## config.mk

```make
export PLATFORM = sky130hd
export DESIGN_NAME = cmd_byte_port
export DESIGN_NICKNAME = d
export VERILOG_FILES = /design/src/rtl/cmdport_pkg.sv /design/src/rtl/cp_in_stage.sv /design/src/rtl/cp_req_store.sv /design/src/rtl/cp_resp_framer.sv /design/src/rtl/cmd_byte_port.sv
export SDC_FILE = /design/constraint.sdc
export NUM_CORES = 1
export LEC_CHECK = 0
export BUFFER_PORTS_ARGS = -buffer_cell sky130_fd_sc_hd__buf_4
export CORE_ASPECT_RATIO = 0.8
export CORE_MARGIN = 10
export CORE_UTILIZATION = 50
export DETAILED_ROUTE_END_ITERATION = 6
export HOLD_SLACK_MARGIN = 0.15
export PLACE_DENSITY = 0.77
export SYNTH_ARGS = -nofsm -noshare
export SYNTH_HDL_FRONTEND = slang
export SYNTH_SLANG_ARGS = --single-unit
```

## constraint.sdc

```tcl
create_clock -name clk -period 3.95 [get_ports clk]
set_input_delay 0.79 -clock clk [delete_from_list [all_inputs] [get_ports clk]]
set_output_delay 0.79 -clock clk [all_outputs]
set_load 0.02 [all_outputs]
```

## src/rtl/cmdport_pkg.sv

```systemverilog
package cmdport_pkg;
  localparam int BYTE_W = 8;

  localparam logic [BYTE_W-1:0] CODE_OPEN  = 8'h01;
  localparam logic [BYTE_W-1:0] CODE_CLOSE = 8'h03;
  localparam logic [BYTE_W-1:0] CODE_ABORT = 8'h22;
  localparam logic [BYTE_W-1:0] IDLE_STATUS = 8'h10;

  localparam int MIN_PAYLOAD = 6;

  typedef enum logic [1:0] {
    MODE_IDLE = 2'd0,
    MODE_RECV = 2'd1,
    MODE_RESP = 2'd2
  } mode_e;
endpackage

```

## src/rtl/cp_in_stage.sv

```systemverilog
module cp_in_stage
  import cmdport_pkg::*;
(
  input  logic              clk,
  input  logic              rst_n,
  input  logic              flush,
  input  logic              wr_en,
  input  logic              wr_cmd,
  input  logic [BYTE_W-1:0] wr_data,
  output logic              full,
  output logic              from_cmd,
  output logic              take,
  output logic [BYTE_W-1:0] held
);
  logic vld_q, done_q;

  always_ff @(posedge clk) begin
    if (!rst_n || flush) begin
      vld_q    <= 1'b0;
      done_q   <= 1'b0;
      from_cmd <= 1'b0;
      held     <= '0;
    end else if (done_q) begin
      vld_q    <= 1'b0;
      done_q   <= 1'b0;
      from_cmd <= 1'b0;
    end else if (vld_q) begin
      done_q <= 1'b1;
    end else if (wr_en) begin
      vld_q    <= 1'b1;
      from_cmd <= wr_cmd;
      held     <= wr_data;
    end
  end

  assign full = vld_q;
  assign take = vld_q && !done_q;

  // input-full stays up for the consume cycle, then drops
  p_ibf_two_cycles_r3: assert property (@(posedge clk) disable iff (!rst_n || flush)
    $rose(full) |=> full ##1 !full);
endmodule

```

## src/rtl/cp_req_store.sv

```systemverilog
module cp_req_store
  import cmdport_pkg::*;
#(
  parameter int DEPTH = 64,
  localparam int IW = $clog2(DEPTH),
  localparam int CW = $clog2(DEPTH + 1)
)(
  input  logic              clk,
  input  logic              rst_n,
  input  logic              clear,
  input  logic              push,
  input  logic [BYTE_W-1:0] push_data,
  input  logic [IW-1:0]     rd_idx,
  output logic [BYTE_W-1:0] rd_data,
  output logic [CW-1:0]     count,
  output logic              ovf
);
  logic [BYTE_W-1:0] mem [DEPTH];
  logic room;

  assign room = (count < CW'(DEPTH));

  always_ff @(posedge clk) begin
    if (!rst_n || clear) begin
      count <= '0;
      ovf   <= 1'b0;
    end else if (push) begin
      if (room) count <= count + CW'(1);
      else      ovf   <= 1'b1;
    end
  end

  always_ff @(posedge clk) begin
    if (push && room) mem[count[IW-1:0]] <= push_data;
  end

  assign rd_data = mem[rd_idx];

  p_count_bound_r5: assert property (@(posedge clk) disable iff (!rst_n)
    count <= CW'(DEPTH));
  p_ovf_sticky_r5: assert property (@(posedge clk) disable iff (!rst_n)
    (ovf && !clear) |=> ovf);
endmodule

```

## src/rtl/cp_resp_framer.sv

```systemverilog
module cp_resp_framer
  import cmdport_pkg::*;
#(
  parameter int DEPTH = 64,
  localparam int IW = $clog2(DEPTH),
  localparam int CW = $clog2(DEPTH + 1),
  localparam int PW = $clog2(DEPTH + 4)
)(
  input  logic              clk,
  input  logic              rst_n,
  input  logic              flush,
  input  logic              start,
  input  logic              host_take,
  input  logic [CW-1:0]     count,
  input  logic [BYTE_W-1:0] pay_byte,
  output logic [IW-1:0]     pay_idx,
  output logic              obf,
  output logic              f0,
  output logic [BYTE_W-1:0] out_byte,
  output logic              finish
);
  logic          active;
  logic [PW-1:0] pos, idx, len_p;
  logic [31:0]   len32;
  logic [BYTE_W-1:0] nxt;
  logic          is_marker;

  always_comb begin
    len_p = (count < CW'(MIN_PAYLOAD)) ? PW'(MIN_PAYLOAD) : PW'(count);
    len32 = 32'(len_p);
    idx   = pos - PW'(1);
  end
  assign pay_idx   = idx[IW-1:0];
  assign is_marker = (pos == '0) || (pos == len_p + PW'(1));

  always_comb begin
    if (pos == '0)                        nxt = CODE_OPEN;
    else if (pos == len_p + PW'(1))       nxt = CODE_CLOSE;
    else if (idx >= PW'(2) && idx <= PW'(5)) begin
      case (idx)
        PW'(2):  nxt = len32[31:24];
        PW'(3):  nxt = len32[23:16];
        PW'(4):  nxt = len32[15:8];
        default: nxt = len32[7:0];
      endcase
    end else if (idx < PW'(count))        nxt = pay_byte;
    else                                  nxt = '0;
  end

  assign finish = active && obf && host_take && (pos == len_p + PW'(2));

  always_ff @(posedge clk) begin
    if (!rst_n || flush) begin
      active   <= 1'b0;
      pos      <= '0;
      obf      <= 1'b0;
      f0       <= 1'b0;
      out_byte <= '0;
    end else if (start) begin
      active <= 1'b1;
      pos    <= '0;
      obf    <= 1'b0;
      f0     <= 1'b0;
    end else if (active) begin
      if (obf && host_take) begin
        obf <= 1'b0;
        f0  <= 1'b0;
        if (finish) active <= 1'b0;
      end else if (!obf && pos <= len_p + PW'(1)) begin
        obf      <= 1'b1;
        f0       <= is_marker;
        out_byte <= nxt;
        pos      <= pos + PW'(1);
      end
    end
  end

  // frame flag only appears with a byte on show
  p_f0_with_obf_r6: assert property (@(posedge clk) disable iff (!rst_n)
    f0 |-> obf);
  // one empty cycle between a taken byte and the next one
  p_reload_gap_r9: assert property (@(posedge clk) disable iff (!rst_n || flush)
    (obf && host_take && !finish) |=> !obf ##1 obf);
endmodule

```

## src/rtl/cmd_byte_port.sv

```systemverilog
module cmd_byte_port
  import cmdport_pkg::*;
#(
  parameter int DEPTH = 64
)(
  input  logic              clk,
  input  logic              rst_n,
  input  logic              bus_addr,
  input  logic              bus_wr,
  input  logic              bus_rd,
  input  logic [BYTE_W-1:0] bus_wdata,
  output logic [BYTE_W-1:0] bus_rdata
);
  localparam int IW = $clog2(DEPTH);
  localparam int CW = $clog2(DEPTH + 1);

  mode_e mode_q;
  logic cancel_hit, in_wr, host_take;
  logic ibf, from_cmd, take;
  logic [BYTE_W-1:0] held;
  logic cmd_open, cmd_close, data_push;
  logic [IW-1:0] pay_idx;
  logic [BYTE_W-1:0] pay_byte, out_byte;
  logic [CW-1:0] count;
  logic ovf, obf, f0, finish;
  logic rdy, ibr;
  logic [BYTE_W-1:0] status;

  assign cancel_hit = bus_wr && bus_addr && (bus_wdata == CODE_ABORT);
  assign in_wr      = bus_wr && !cancel_hit && !ibf;
  assign host_take  = bus_rd && !bus_addr && (mode_q == MODE_RESP);

  cp_in_stage u_in (
    .clk(clk), .rst_n(rst_n), .flush(cancel_hit),
    .wr_en(in_wr), .wr_cmd(bus_addr), .wr_data(bus_wdata),
    .full(ibf), .from_cmd(from_cmd), .take(take), .held(held)
  );

  assign cmd_open  = take && from_cmd && (held == CODE_OPEN) && (mode_q != MODE_RESP);
  assign cmd_close = take && from_cmd && (held == CODE_CLOSE) && (mode_q == MODE_RECV);
  assign data_push = take && !from_cmd && (mode_q == MODE_RECV);

  cp_req_store #(.DEPTH(DEPTH)) u_store (
    .clk(clk), .rst_n(rst_n), .clear(cancel_hit || cmd_open),
    .push(data_push), .push_data(held),
    .rd_idx(pay_idx), .rd_data(pay_byte), .count(count), .ovf(ovf)
  );

  cp_resp_framer #(.DEPTH(DEPTH)) u_frame (
    .clk(clk), .rst_n(rst_n), .flush(cancel_hit), .start(cmd_close),
    .host_take(host_take), .count(count), .pay_byte(pay_byte),
    .pay_idx(pay_idx), .obf(obf), .f0(f0), .out_byte(out_byte), .finish(finish)
  );

  always_ff @(posedge clk) begin
    if (!rst_n || cancel_hit)  mode_q <= MODE_IDLE;
    else if (cmd_open)         mode_q <= MODE_RECV;
    else if (cmd_close)        mode_q <= MODE_RESP;
    else if (finish)           mode_q <= MODE_IDLE;
  end

  assign rdy = (mode_q == MODE_IDLE);
  assign ibr = (mode_q == MODE_RECV);
  assign status = {ovf, 1'b0, ibr, rdy, from_cmd && ibf, f0, ibf, obf};
  assign bus_rdata = bus_addr ? status : out_byte;

  // cancel leaves exactly ready-for-command
  p_abort_status_r2: assert property (@(posedge clk) disable iff (!rst_n)
    cancel_hit |=> (status == IDLE_STATUS));
  // ready-for-command, ready-for-data and output-full are exclusive
  p_mode_flags_r4: assert property (@(posedge clk) disable iff (!rst_n)
    $onehot0({rdy, ibr, obf}));
  // a held byte never changes mode during a response except via finish
  p_resp_hold_r10: assert property (@(posedge clk) disable iff (!rst_n || cancel_hit)
    (mode_q == MODE_RESP && !finish) |=> (mode_q == MODE_RESP));
endmodule

```

==> results by group <==
Status
  – Status: completed

Timing
  – Fmax: 267 MHz
  – RSZ-0062 raised after global routing: false
  – Setup tns final: 0 ps
  – Final Slew Violations: 0
  – Fin crit share: 94.9%
  – Final Hold Vio Count: 0
  – Worst Tran Pin Value: 1300 ps
  – Min Tclk post-route: 3750 ps
  – Setup Skew: around 20 ps
  – Max-slew headroom: 12.4%
  – Final setup fails: 0

Route
  – Drt first pass iters: 5
  – Via count: around 12000
  – Via-to-Cell Ratio: 6.18
  – Routed len/inst: 26.6 um
  – Initial DRC Count: 1437
  – Post-route ant nets: 0
  – Final WL: ~50 mm
  – DRC viols: 0

Setup path
  – Crit path max fanout: 10
  – Dominant delay contributor by cell family on the critical path: simple AND/OR/NAND/NOR gates
  – Crit-path slowest cell: dfxtp_1
  – Crit-path max cell delay: 560 ps
  – Worst EP required: 4460 ps
  – Crit path kind: register to register
  – CP most frequent cell: ha_1
  – CP cell instances: nor4_1, a21boi_0, ha_1, nand3_1, xnor2_1, ha_1, a21oi_1, o21ai_0, or3_1, o22a_1, nor4_2, and3_1, a221o_1
  – Startpoint Class: register
  – Worst Path Buf+Inv: 0
  – Worst EP arrival: 4260 ps
  – Endpoint kind of the worst setup timing path: register

Synth
  – Mux contribution to synthesized area: 16.8%
  – Largest family of logic cells by synthesized area: multiplexers
  – Ys async rst share: 0%
  – Avg Cell Area, Syn: 19.3 sq um
  – Mapped cell area: roughly 22000 sq um
  – Share of Yosys cell area claimed by the top area cell type: between 60% and 70%
  – Post-synth cell types: 63
  – Post-synthesis compound-gate area fraction: 1.91%
  – Sequential share of the synthesized area: 72.4%
  – Ranking of synthesized cells by area: edfxtp_1 69%, mux4_2 16%, dfxtp_1 3.5%, nor2_1 1.7%, ha_1 1.1%
  – Synth warn: 0
  – FF+latch count, synth: 551
  – Top cell type by total area after synthesis: edfxtp_1
  – Post-synthesis adder-cell area fraction: 1.12%
  – EDFF count, synth: approximately 510
  – Simple-gate share of the synthesized area: 5.15%
  – Syn nets: approximately 1200
  – Synth Instances: 1157
  – Xor and xnor area share after synthesis: 1.01%
  – Predominant post-synthesis flop cell: edfxtp_1

Floorplanning
  – Starting Density: 50.4%
  – I/O pin cnt: 21
  – Core area: 44300 sq um
  – Num rows: 69
  – Die Y: around 210 um
  – Die ar.: 53500 sq um
  – Horiz. Die Dim: between 200 and 300 um

Finish
  – Post-Layout Cell Count: 1885
  – Area grow syn2layout: 12.6%
  – Share of layout cells above drive strength 1: 26.3%
  – Total inserted antenna cells: 0
  – Most frequent cells in the layout: 512 x edfxtp_1, 154 x mux4_2, 99 x nor2_1, 84 x buf_4, 53 x clkbuf_16
  – Commonest non-fill, non-tap cell in the layout: edfxtp_1
  – Nets: 1274
  – Final Core Density: 56.7%

Worst hold path
  – Hold crit path type: input port to register

Clocking
  – Worst-Skew Late Latency: 580 ps
  – Bufs on Longest Clock Path: 3
  – CTS tree: built
  – Postcts setup bufs: 0
  – H-tree levels: 2
  – Clk root buf: clkbuf_16
  – Clock Pin Slew Worst Setup and Hold Paths: roughly 60 ps
  – PostCTS Resize Cnt: 0
  – CTS buffer count: 50
  – Clock Sinks: 551
  – # hold bufs at CTS: 0

Pwr
  – Peak supply drop: 0.288 mV
  – P per Cell Area: 449 nW/um^2
  – Static Leakage: between 8 and 9 nW

Placement
  – RePlAce Congestion: 0.922
  – Post-DP HPWL: around 31 mm
  – Port buffer count: 20
  – Placed cells: 1792

Global routing
  – Initial antenna violation count: 0
  – Vias in the first global route: approximately 12000
  – Pin count of the biggest net entering global routing: 66
  – First-pass GRT wire length: 76.2 mm
  – Tot GR Track Use: a little under a fifth
  – Total grt overflow: 0

Flow run
  – Max Cap Viol: 0
## synth_stat cells, types with 4 or more instances
cell	instances
edfxtp_1	512
mux4_2	154
nor2_1	99
nand2_1	47
dfxtp_1	39
nand3_1	32
clkbuf_1	27
mux2i_1	21
ha_1	20
buf_2	17
a21oi_1	15
xnor2_1	15
nor2b_1	13
inv_1	12
nand4_1	11
o21ai_0	11
nor3_1	9
xor2_1	9
mux2_2	7
a2111oi_0	6
and3_1	6
buf_6	6
nor4_1	6
nor4b_1	4
## stage by stage
step                worst slack (ps)  area [sq um]  hold WS, ps  power [W]
detailed placement               181         23500          467    0.00669
global placement                 300         23500          472    0.00668
global route                    68.8         25100          460     0.0116
floorplan                       94.0         22300          435    0.00661
finish                           203         25100          461     0.0113
CTS                              139         25100          444     0.0113
## path summary, 6_finish.rpt
check	startpoint	end	slack [ps]	cells past startpoint
worst max register to register	u_store.count[5]$_SDFFE_PP0P_	u_frame.out_byte[3]$_SDFFE_PP0P_	200	13
worst max-delay path	u_store.count[5]$_SDFFE_PP0P_	u_frame.out_byte[3]$_SDFFE_PP0P_	200	13
worst min register to register	u_in.done_q$_SDFF_PP0_	u_in.from_cmd$_SDFFE_PP0P_	480	1
worst min-delay path	rst_n	u_in.done_q$_SDFF_PP0_	460	2
## power by group
group          switching, W  total [W]  internal [W]  leakage [nW]
Clock               0.00208    0.00472       0.00264         0.776
Combinational      0.000126   0.000157     0.0000304          2.21
Sequential        0.0000115    0.00641       0.00640          5.22
## cells by family after synthesis
group,Yosys count
XOR/XNOR,25
flip-flops,551
AND/OR/NAND/NOR,245
buffers and inverters,73
adder cells (fa/ha/maj),20
multiplexers,182
AO/OA/AOI/OAI,61
## state kept, by name, indices dropped and copies added, names as in the netlist, 2 cells and up
name and cells:
u_store.mem 512, u_frame.out_byte 8, u_in.held 8, u_frame.pos 7
u_store.count 7, mode_q 2
## metal layers
metal / global-route usage [%] / routed length, um / vias to the layer above
li1: - / - / 4896
met3: 3.67 / 4630 / 106
met2: 27.1 / 22300 / 606
met1: 28.1 / 21700 / 6039
met4: 5.70 / 1430 / 0
met5: 0 / 0 / -
## final cells by class
type / count / area (sq um)
clock inverter: 31 / 225
fill: 3239 / 19200
multi-input combinational: 533 / 5850
inverter: 18 / 67.6
clock buffer: 62 / 1360
tap: 603 / 754
timing repair buffer: 87 / 691
sequential: 551 / 16200
No activity file was read; power rests on OpenSTA's default activity.
